[config.mk]
export PLATFORM = sky130hd
export DESIGN_NAME = sinpoly_conv
export DESIGN_NICKNAME = d
export VERILOG_FILES = /design/src/rtl/sinpoly_pkg.sv /design/src/rtl/sinpoly_fold.sv /design/src/rtl/sinpoly_coef.sv /design/src/rtl/sinpoly_booth.sv /design/src/rtl/sinpoly_csa.sv /design/src/rtl/sinpoly_conv.sv
export SDC_FILE = /design/constraint.sdc
export NUM_CORES = 1
export LEC_CHECK = 0
export BUFFER_PORTS_ARGS = -buffer_cell sky130_fd_sc_hd__buf_2
export CAP_MARGIN = 20
export CORE_UTILIZATION = 45
export DETAILED_ROUTE_END_ITERATION = 7
export PLACE_DENSITY = 0.63
export REMOVE_ABC_BUFFERS = 1
export SETUP_SLACK_MARGIN = 0.5
export SLEW_MARGIN = 20
export SYNTH_ARGS = -nofsm -noshare
export SYNTH_HDL_FRONTEND = slang
export SYNTH_SLANG_ARGS = --single-unit
[constraint.sdc]
create_clock -name clk -period 13.2 [get_ports clk]
set_input_delay 1.32 -clock clk [delete_from_list [all_inputs] [get_ports clk]]
set_output_delay 1.32 -clock clk [all_outputs]
set_load 0.05 [all_outputs]
[src/rtl/sinpoly_pkg.sv]
package sinpoly_pkg;

  // pi scaled by 2^30
  localparam longint PI_Q30 = 64'sd3373259426;
  localparam int     QF     = 30;

  typedef enum int {K_C0, K_C1, K_C2} coef_kind_e;

  function automatic longint rnd_shr(longint v, int n);
    return (v + (longint'(1) <<< (n - 1))) >>> n;
  endfunction

  // sine of a Q30 angle below one radian, odd power series
  function automatic longint sin_q30(longint x);
    longint acc;
    longint trm;
    acc = 0;
    trm = x;
    for (int k = 1; k <= 7; k++) begin
      acc = acc + trm;
      trm = -((((trm * x) >>> QF) * x) >>> QF) / longint'((2 * k) * (2 * k + 1));
    end
    return acc;
  endfunction

  // cosine of a Q30 angle below one radian, even power series
  function automatic longint cos_q30(longint x);
    longint acc;
    longint trm;
    acc = 0;
    trm = longint'(1) <<< QF;
    for (int k = 1; k <= 7; k++) begin
      acc = acc + trm;
      trm = -((((trm * x) >>> QF) * x) >>> QF) / longint'((2 * k - 1) * (2 * k));
    end
    return acc;
  endfunction

  // Segment constants, expanded about the segment centre.
  // Entries below 2^seg_bits follow sine, the others follow cosine.
  // c0 carries the half-LSB rounding offset of the final scaling.
  function automatic longint coef_val(coef_kind_e kind, int k, int seg_bits,
                                      int off_w, int frac, int sq_sh, longint amp);
    int     nseg;
    bit     cset;
    int     s;
    int     e1;
    int     e2;
    longint th;
    longint sv;
    longint cv;
    longint base;
    longint t;
    nseg = 1 << seg_bits;
    cset = (k >= nseg);
    s    = cset ? k - nseg : k;
    e1   = frac - off_w - 3;
    e2   = frac + 2 * sq_sh - 2 * off_w - 7;
    th   = longint'(2 * s + 1) * PI_Q30 / (longint'(8) <<< seg_bits);
    sv   = sin_q30(th);
    cv   = cos_q30(th);
    case (kind)
      K_C0: begin
        base = cset ? cv : sv;
        return rnd_shr(amp * base, QF - frac) + (longint'(1) <<< (frac - 1));
      end
      K_C1: begin
        base = cset ? -sv : cv;
        t    = (amp * base) >>> 15;
        return rnd_shr(t * PI_Q30, 45 - e1);
      end
      default: begin
        base = cset ? -cv : -sv;
        t    = (amp * base) >>> 15;
        t    = (t * PI_Q30) >>> QF;
        t    = t * PI_Q30;
        return rnd_shr(t, 45 - e2);
      end
    endcase
  endfunction

endpackage

[src/rtl/sinpoly_fold.sv]
module sinpoly_fold #(
  parameter int PHASE_W  = 15,
  parameter int SEG_BITS = 3
) (
  input  logic [PHASE_W-1:0]         phase_i,
  output logic [SEG_BITS:0]          idx_o,
  output logic signed [PHASE_W-SEG_BITS-3:0] e_o,
  output logic                       neg_o
);
  localparam int OFF_W = PHASE_W - 3;
  localparam int X_W   = OFF_W - SEG_BITS;

  logic [2:0]       oct;
  logic [OFF_W-1:0] off;
  logic [OFF_W-1:0] off_f;
  logic [X_W-1:0]   xpos;

  always_comb begin
    oct   = phase_i[PHASE_W-1 -: 3];
    off   = phase_i[OFF_W-1:0];
    off_f = oct[0] ? ~off : off;
    xpos  = off_f[X_W-1:0];
    // sine-shaped octants 0,3 use set 0; cosine-shaped 1,2 use set 1
    idx_o = {oct[0] ^ oct[1], off_f[OFF_W-1 -: SEG_BITS]};
    // odd centred offset 2x+1-2^X_W
    e_o   = {~xpos[X_W-1], xpos[X_W-2:0], 1'b1};
    neg_o = oct[2];
  end
endmodule

[src/rtl/sinpoly_coef.sv]
module sinpoly_coef
  import sinpoly_pkg::*;
#(
  parameter int SEG_BITS = 3,
  parameter int OFF_W    = 12,
  parameter int FRAC     = 16,
  parameter int SQ_SH    = 3,
  parameter int AMP_W    = 14,
  parameter int ACC_W    = 32,
  parameter int C1_W     = 18,
  parameter int C2_W     = 10
) (
  input  logic [SEG_BITS:0]        idx_i,
  output logic signed [ACC_W-1:0]  c0_o,
  output logic signed [C1_W-1:0]   c1_o,
  output logic signed [C2_W-1:0]   c2_o
);
  localparam int     NTAB = 2 ** (SEG_BITS + 1);
  localparam longint AMP  = (longint'(1) <<< (AMP_W - 1)) - 1;

  logic signed [ACC_W-1:0] c0_t [NTAB];
  logic signed [C1_W-1:0]  c1_t [NTAB];
  logic signed [C2_W-1:0]  c2_t [NTAB];

  for (genvar k = 0; k < NTAB; k++) begin : g_tab
    localparam longint V0 = coef_val(K_C0, k, SEG_BITS, OFF_W, FRAC, SQ_SH, AMP);
    localparam longint V1 = coef_val(K_C1, k, SEG_BITS, OFF_W, FRAC, SQ_SH, AMP);
    localparam longint V2 = coef_val(K_C2, k, SEG_BITS, OFF_W, FRAC, SQ_SH, AMP);
    assign c0_t[k] = ACC_W'(V0);
    assign c1_t[k] = C1_W'(V1);
    assign c2_t[k] = C2_W'(V2);
  end

  assign c0_o = c0_t[idx_i];
  assign c1_o = c1_t[idx_i];
  assign c2_o = c2_t[idx_i];
endmodule

[src/rtl/sinpoly_booth.sv]
module sinpoly_booth #(
  parameter int C1_W  = 18,
  parameter int E_W   = 10,
  parameter int ACC_W = 32,
  localparam int N_DIG = (E_W + 1) / 2
) (
  input  logic signed [C1_W-1:0]   m_i,
  input  logic signed [E_W-1:0]    e_i,
  output logic [N_DIG*ACC_W-1:0]   pp_o
);
  localparam int EP_W = 2 * N_DIG;

  logic [EP_W:0]           ep;
  logic signed [ACC_W-1:0] m1;
  logic signed [ACC_W-1:0] m2;

  assign ep = {EP_W'(e_i), 1'b0};
  assign m1 = ACC_W'(m_i);
  assign m2 = m1 <<< 1;

  for (genvar i = 0; i < N_DIG; i++) begin : g_dig
    logic [2:0]              grp;
    logic signed [ACC_W-1:0] pv;
    assign grp = ep[2*i +: 3];
    always_comb begin
      case (grp)
        3'b001, 3'b010: pv = m1;
        3'b011:         pv = m2;
        3'b100:         pv = -m2;
        3'b101, 3'b110: pv = -m1;
        default:        pv = '0;
      endcase
    end
    assign pp_o[i*ACC_W +: ACC_W] = pv <<< (2 * i);
  end
endmodule

[src/rtl/sinpoly_csa.sv]
module sinpoly_csa #(
  parameter int N_OPS = 7,
  parameter int W     = 32
) (
  input  logic [N_OPS*W-1:0] ops_i,
  output logic [W-1:0]       sum_o,
  output logic [W-1:0]       carry_o
);
  logic [W-1:0] s_w [N_OPS-1];
  logic [W-1:0] c_w [N_OPS-1];

  assign s_w[0] = ops_i[0 +: W];
  assign c_w[0] = ops_i[W +: W];

  for (genvar j = 0; j < N_OPS - 2; j++) begin : g_fa
    logic [W-1:0] d;
    assign d          = ops_i[(j+2)*W +: W];
    assign s_w[j+1]   = s_w[j] ^ c_w[j] ^ d;
    assign c_w[j+1]   = ((s_w[j] & c_w[j]) | (s_w[j] & d) | (c_w[j] & d)) << 1;
  end

  assign sum_o   = s_w[N_OPS-2];
  assign carry_o = c_w[N_OPS-2];
endmodule

[src/rtl/sinpoly_conv.sv]
module sinpoly_conv #(
  parameter int PHASE_W  = 15,
  parameter int AMP_W    = 14,
  parameter int SEG_BITS = 3,
  parameter int FRAC     = 16,
  parameter int SQ_SH    = 3,
  parameter int ACC_W    = 32
) (
  input  logic                     clk,
  input  logic                     rst_n,
  input  logic [PHASE_W-1:0]       phase_i,
  output logic signed [AMP_W-1:0]  amp_o
);
  localparam int OFF_W = PHASE_W - 3;
  localparam int X_W   = OFF_W - SEG_BITS;
  localparam int E_W   = X_W + 1;
  localparam int ER_W  = E_W + 1;
  localparam int N_DIG = (E_W + 1) / 2;
  localparam int N_OPS = N_DIG + 2;
  localparam int C1_W  = 18;
  localparam int C2_W  = 10;
  localparam logic signed [ACC_W-1:0] AMP_MAX_X = ACC_W'((1 << (AMP_W - 1)) - 1);
  localparam logic signed [AMP_W-1:0] AMP_MAX   = AMP_W'((1 << (AMP_W - 1)) - 1);

  // stage 1: folded phase
  logic [SEG_BITS:0]        idx_d,  idx_q;
  logic signed [E_W-1:0]    e_d,    e_q;
  logic                     neg1_d, neg1_q;
  // stage 2: partial products and constant terms
  logic [N_DIG*ACC_W-1:0]   pp_d,   pp_q;
  logic signed [ACC_W-1:0]  c0_d,   c0_q;
  logic signed [ACC_W-1:0]  c2t_d,  c2t_q;
  logic                     neg2_q;
  // stage 3: redundant sum
  logic [ACC_W-1:0]         sum_d,  sum_q;
  logic [ACC_W-1:0]         car_d,  car_q;
  logic                     neg3_q;
  // stage 4: output
  logic signed [AMP_W-1:0]  amp_d,  amp_q;

  logic signed [C1_W-1:0]   c1_w;
  logic signed [C2_W-1:0]   c2_w;
  logic signed [ER_W-1:0]   e_r;
  logic signed [ER_W-1:0]   eh;
  logic signed [ACC_W-1:0]  eh_x;
  logic signed [ACC_W-1:0]  c2_x;
  logic signed [ACC_W-1:0]  y;
  logic signed [ACC_W-1:0]  y_sh;
  logic signed [AMP_W-1:0]  mag;

  sinpoly_fold #(.PHASE_W(PHASE_W), .SEG_BITS(SEG_BITS)) u_fold (
    .phase_i (phase_i),
    .idx_o   (idx_d),
    .e_o     (e_d),
    .neg_o   (neg1_d)
  );

  sinpoly_coef #(
    .SEG_BITS(SEG_BITS), .OFF_W(OFF_W), .FRAC(FRAC), .SQ_SH(SQ_SH),
    .AMP_W(AMP_W), .ACC_W(ACC_W), .C1_W(C1_W), .C2_W(C2_W)
  ) u_coef (
    .idx_i (idx_q),
    .c0_o  (c0_d),
    .c1_o  (c1_w),
    .c2_o  (c2_w)
  );

  sinpoly_booth #(.C1_W(C1_W), .E_W(E_W), .ACC_W(ACC_W)) u_booth (
    .m_i  (c1_w),
    .e_i  (e_q),
    .pp_o (pp_d)
  );

  sinpoly_csa #(.N_OPS(N_OPS), .W(ACC_W)) u_csa (
    .ops_i   ({c2t_q, c0_q, pp_q}),
    .sum_o   (sum_d),
    .carry_o (car_d)
  );

  // curvature term from the rounded, truncated offset
  always_comb begin
    e_r   = {e_q[E_W-1], e_q} + ER_W'(1 << (SQ_SH - 1));
    eh    = e_r >>> SQ_SH;
    eh_x  = ACC_W'(eh);
    c2_x  = ACC_W'(c2_w);
    c2t_d = c2_x * (eh_x * eh_x);
  end

  // single carry-propagate add, scale, clamp, sign
  always_comb begin
    y    = signed'(sum_q + car_q);
    y_sh = y >>> FRAC;
    if (y_sh < 0)              mag = '0;
    else if (y_sh > AMP_MAX_X) mag = AMP_MAX;
    else                       mag = y_sh[AMP_W-1:0];
    amp_d = neg3_q ? -mag : mag;
  end

  always_ff @(posedge clk or negedge rst_n) begin
    if (!rst_n) begin
      idx_q  <= '0;
      e_q    <= '0;
      neg1_q <= 1'b0;
      pp_q   <= '0;
      c0_q   <= '0;
      c2t_q  <= '0;
      neg2_q <= 1'b0;
      sum_q  <= '0;
      car_q  <= '0;
      neg3_q <= 1'b0;
      amp_q  <= '0;
    end else begin
      idx_q  <= idx_d;
      e_q    <= e_d;
      neg1_q <= neg1_d;
      pp_q   <= pp_d;
      c0_q   <= c0_d;
      c2t_q  <= c2t_d;
      neg2_q <= neg1_q;
      sum_q  <= sum_d;
      car_q  <= car_d;
      neg3_q <= neg2_q;
      amp_q  <= amp_d;
    end
  end

  assign amp_o = amp_q;
endmodule

==> results.toml, run 1 <==
[run_status]
status = "completed"

[critical_path]
ff2ff_setup_slack_ns = 1.87
critPathRequiredTime_ns = 13.72
reg2reg_from = "e_q[5]"
worst_setup_path_end_kind = "register"
path_max_fanout = 72
critPathKind = "register to register"
cp.arrival_ns = 11.86
cpPeakStageDelay_ns = 0.64
r2r-end = "c2t_q[22]"
slowest_stage = "xnor2_1"
start_kind = "register"
ff2ff_path_depth = 34
cpMostUsedCell = "fa_1"

[place]
io_buffers = 30
placedCellCount = 3115
gp_congestion = 0.940
dp_hpwl_um = 50100

[routing]
ant_nets = 0
dr.pass1.iters = 5
initialDrtViolationCount = 1754
via_count = 18100
drcViolationCount = 0
wirelength_um = 66300
wl_per_cell_um = 20.9
via_per_inst = 5.70

[grt]
overflow = 0
grt_pass1_wl_um = 105000
grt.total_usage_pct = 24.4
grt_max_degree = 169
grt_pass1_vias = 18500
antenna_found_initial = 0

[clocking]
cts_tree = "done"
cts_buffer_depth = 3
cts_resized = 0
clkLatencyLatePin_ns = 0.60
path_clk_slew_ns = 0.08
htreeDepth = 1
numCtsBuffers = 31
cts.sinks = 288
hold_buffers = 0
root_buffer = "clkbuf_16"
post_cts_buffers = 0

[timing]
skew_ns = 0.0223
finalSetupViolCount = 0
timing.final.max_slew_violations = 0
worstMarginPinSlew_ns = 1.07
rsz0062_at_grt = "false"
period_share_pct = 85.9
max_freq_ghz = 0.0882
fin_crit_ns = 11.33
holdWs_ns = 0.348
relSlewSlack_pct = 27.9
hold_viol_final = 0
tns_ns = 0

[hold_path]
hp-class = "register to register"
hp-start = "neg2_q"
hold_end = "neg3_q"
min_path_cells = 0

[cells_and_area]
synthToLayoutAreaGrowth_pct = 7.81
stdcell_count = 3174
drive_gt1_share_pct = 6.44
fin_nets = 2926

[synthesis]
syn_inst = 2492
synthDistinctLibCells = 79
dominantRegCellSynth = "dfrtp_1"
ys_ff_latch = 288
yosys_warnings = 0
ys_seq_area_share_pct = 29.5
postSynth.asyncResetShare_pct = 100
synth_edf_count = 0
netlist_area_um2 = 24400
syn_avg_cell_area_um2 = 9.80

[flow_run]
max_cap_violations = 0

[die]
core_area_um2 = 53100
die-area_um2 = 55200
fp-row-count = 84
fp.dieW_um = 235
initial_utilization_pct = 46.0
io_pins = 31
die_h_um = 235
-- worst max-delay path: cells and delay by family (launching register included) --
kind	cells	cell delay (ns)
fa+ha+maj	11	5.15
compound gates	9	1.80
buf+inv	7	1.64
xor+xnor	3	1.41
simple gates	4	0.88
flops	1	0.37
-- cell usage in the layout, fill, tap and decap left out, types with 6 or more instances in the layout --
cell type / n
fa_1: 297
dfrtp_1: 283
inv_1: 272
nor2_1: 233
nand2_1: 232
o21ai_0: 164
ha_1: 152
a21oi_1: 147
xnor2_1: 92
a21o_1: 40
xor2_1: 38
o22ai_1: 36
clkbuf_16: 31
buf_4: 30
nand3_1: 29
buf_2: 29
and2_1: 22
nor3_1: 22
a211oi_1: 22
o21ai_1: 21
nand2b_1: 18
o21a_1: 18
o211ai_1: 18
nor2b_1: 17
mux2i_1: 16
o31ai_1: 16
a31oi_1: 13
a221oi_1: 10
a22oi_1: 9
mux4_2: 7
inv_2: 6
or3_1: 6
o22a_1: 6
bufinv_16: 6
-- cells in the mapped netlist (36+ instances only) --
cell type	instances	area, µm²
fa_1	297	5950
dfrtp_1	288	7210
inv_1	272	1020
nor2_1	233	875
nand2_1	232	871
o21ai_0	164	821
ha_1	152	1900
a21oi_1	147	736
clkbuf_1	101	379
xnor2_1	92	806
a21o_1	40	300
xor2_1	38	333
o22ai_1	36	225
-- layer usage --
layer | GRT usage [%] | share of wire (%)
met4 | 9.97 | 4.3
met5 | 0 | 0
met3 | 2.17 | 5.2
met2 | 40.9 | 49
met1 | 32.5 | 41
-- flip-flops by register name (all words and copies together), names as in the netlist --
signal,count
c0_q,29
neg1_q,1
car_q,31
amp_o,14
sum_q,31
pp_q,140
e_q,10
neg2_q,1
idx_q,4
neg3_q,1
c2t_q,26
-- worst max path at each step --
stage	start	to	slack [ns]
floorplan	e_q[3]	c2t_q[24]	2.32
global placement	e_q[5]	c2t_q[25]	2.26
detailed placement	e_q[5]	c2t_q[25]	2.01
CTS	e_q[5]	c2t_q[25]	1.99
global route	e_q[5]	c2t_q[25]	1.22
finish	e_q[5]	c2t_q[22]	1.87
-- kinds of logic (layout without fill, tap and decap cells) --
logic type | count (synthesis) | after routing | share of synthesized area, %
flip-flops | 288 | 288 | 29.5
other | 1 | 2 | 0.0154
XOR/XNOR | 135 | 135 | 5.04
adder cells (fa/ha/maj) | 449 | 449 | 32.1
AO/OA/AOI/OAI | 578 | 578 | 14.6
AND/OR/NAND/NOR | 609 | 609 | 10.9
multiplexers | 25 | 25 | 1.39
buffers and inverters | 407 | 400 | 6.39
-- stage by stage --
step                worst slack [ns]  utilization [%]  instance area, µm²
global placement                2.26             47.5               25200
global route                    1.22             49.6               26300
CTS                             1.99             49.6               26300
detailed placement              2.01             47.5               25200
finish                          1.87             49.6               26300
floorplan                       2.32                -               23900
-- cell type report --
cell class | instances | area (µm²)
diodes | 1 | 2.50
clock buffers | 37 | 828
clock inverters | 21 | 290
fillers | 4827 | 26800
inverters | 281 | 1050
multi-input cells | 1797 | 15700
flip-flops and latches | 288 | 7220
well taps | 688 | 861
repair buffers | 61 | 405
Power of run 1 is not shown: default switching activity piles up to over one toggle a cycle in this logic, so the estimate is an artifact.
==> inputs of run 2 (changes only) <==
CORE_UTILIZATION = 50   (was 45)
PLACE_DENSITY = 0.69   (was 0.63)
REMOVE_ABC_BUFFERS = not set   (was 1)
==> results.toml, run 2 (same netlist as run 1, synthesis figures left out) <==
[timing]
fin_crit_ns = 11.09
rsz0062_at_grt = "false"
tns_ns = 0
skew_ns = 0.0264
worstMarginPinSlew_ns = 1.14
relSlewSlack_pct = 23.2
timing.final.ws_setup_ns = 2.11
holdWs_ns = 0.351
max_freq_ghz = 0.0901
period_share_pct = 84.0
finalSetupViolCount = 0
timing.final.max_slew_violations = 0
hold_viol_final = 0

[cells_and_area]
fillerInstances = 4155
synthToLayoutAreaGrowth_pct = 7.42
reg_top3 = "pp_q: 140 flops, car_q: 31 flops, sum_q: 31 flops"
regMostFlops = "pp_q"
largest_reg_flops = 140
fin_nets = 2931
layout_common_cells = "297 x fa_1, 283 x dfrtp_1, 272 x inv_1, 233 x nor2_1, 232 x nand2_1"
final_util_pct = 54.7
drive_gt1_share_pct = 6.31
final_common_cell = "fa_1"
n_antenna_cell = 0

[clocking]
path_clk_slew_ns = 0.05
root_buffer = "clkbuf_16"
cts.sinks = 288
htreeDepth = 2
numCtsBuffers = 35
hold_buffers = 0
cts_resized = 0
cts_tree = "done"
post_cts_buffers = 0
clkLatencyLatePin_ns = 0.57
cts_buffer_depth = 3

[critical_path]
start_kind = "register"
critPathKind = "register to register"
path_max_fanout = 40
cpPeakStageDelay_ns = 0.57
cpMostUsedCell = "fa_1"
cp.arrival_ns = 11.51
critPathRequiredTime_ns = 13.62
slowest_stage = "fa_1"
worst_setup_path_end_kind = "register"

[die]
io_pins = 31
die-area_um2 = 49700
core_area_um2 = 47900
fp-row-count = 80
die_h_um = 223
initial_utilization_pct = 50.9
fp.dieW_um = 223

[routing]
dr.pass1.iters = 6
drcViolationCount = 0
via_count = 18100
wl_per_cell_um = 21.2
via_per_inst = 5.84
ant_nets = 0
wirelength_um = 65900
initialDrtViolationCount = 1771

[grt]
grt_pass1_wl_um = 105000
overflow = 0
grt.total_usage_pct = 27.3
grt_max_degree = 104
antenna_found_initial = 3
grt_pass1_vias = 18200

[place]
io_buffers = 30
dp_hpwl_um = 50700
place_ws_ns = 2.29
gp_congestion = 0.952

[hold_path]
hp-class = "register to register"

[synthesis]
syn-num-nets = 2958

[flow_run]
max_cap_violations = 0

[run_status]
status = "completed"
## run 2: final cells by class
class	count	area, µm²	area share [%]
multi-input cells	1797	15700	59.7
inverters	281	1050	4.02
clock inverters	15	205	0.782
clock buffers	46	927	3.54
repair buffers	62	400	1.53
well taps	615	769	2.93
flip-flops and latches	288	7220	27.5
## run 2: path summary, 6_finish.rpt
path,from,endpoint,slack [ns],cells after the start
hold / removal,neg2_q,neg3_q,0.35,0
setup / recovery,e_q[6],c2t_q[25],2.11,37
min in group asynchronous,rst_n,amp_o[2],0.71,1
hold reg to reg,neg2_q,neg3_q,0.35,0
max in group asynchronous,rst_n,idx_q[3],10.99,2
setup reg to reg,e_q[6],c2t_q[25],2.11,37
## run 2: critical path: cells and delay by family, from the launching register on
kind | cells | cell delay (ns)
adders and majority gates | 11 | 5.28
DFF | 1 | 0.32
AOI/OAI and AO/OA | 11 | 2.66
buffers and inverters | 8 | 1.17
xor gates and xnor gates | 2 | 0.69
and+or+nand+nor | 5 | 0.82
## run 2: stage by stage
| stage | cells | instance area, µm² |
|---|---|---|
| floorplan | 2492 | 24400 |
| global placement | 3043 | 25100 |
| detailed placement | 3043 | 25100 |
| CTS | 3104 | 26200 |
| global route | 3104 | 26200 |
| finish | 3104 | 26200 |
## run 2: layer usage
| metal | up-vias | track usage [%] | wire, µm |
|---|---|---|---|
| li1 | 8189 | - | - |
| met1 | 9082 | 37.7 | 27600 |
| met2 | 762 | 44.3 | 31400 |
| met3 | 105 | 4.66 | 4980 |
| met4 | 4 | 7.88 | 1800 |
| met5 | - | 0 | 28 |
Power of run 2 is left out for the same reason.
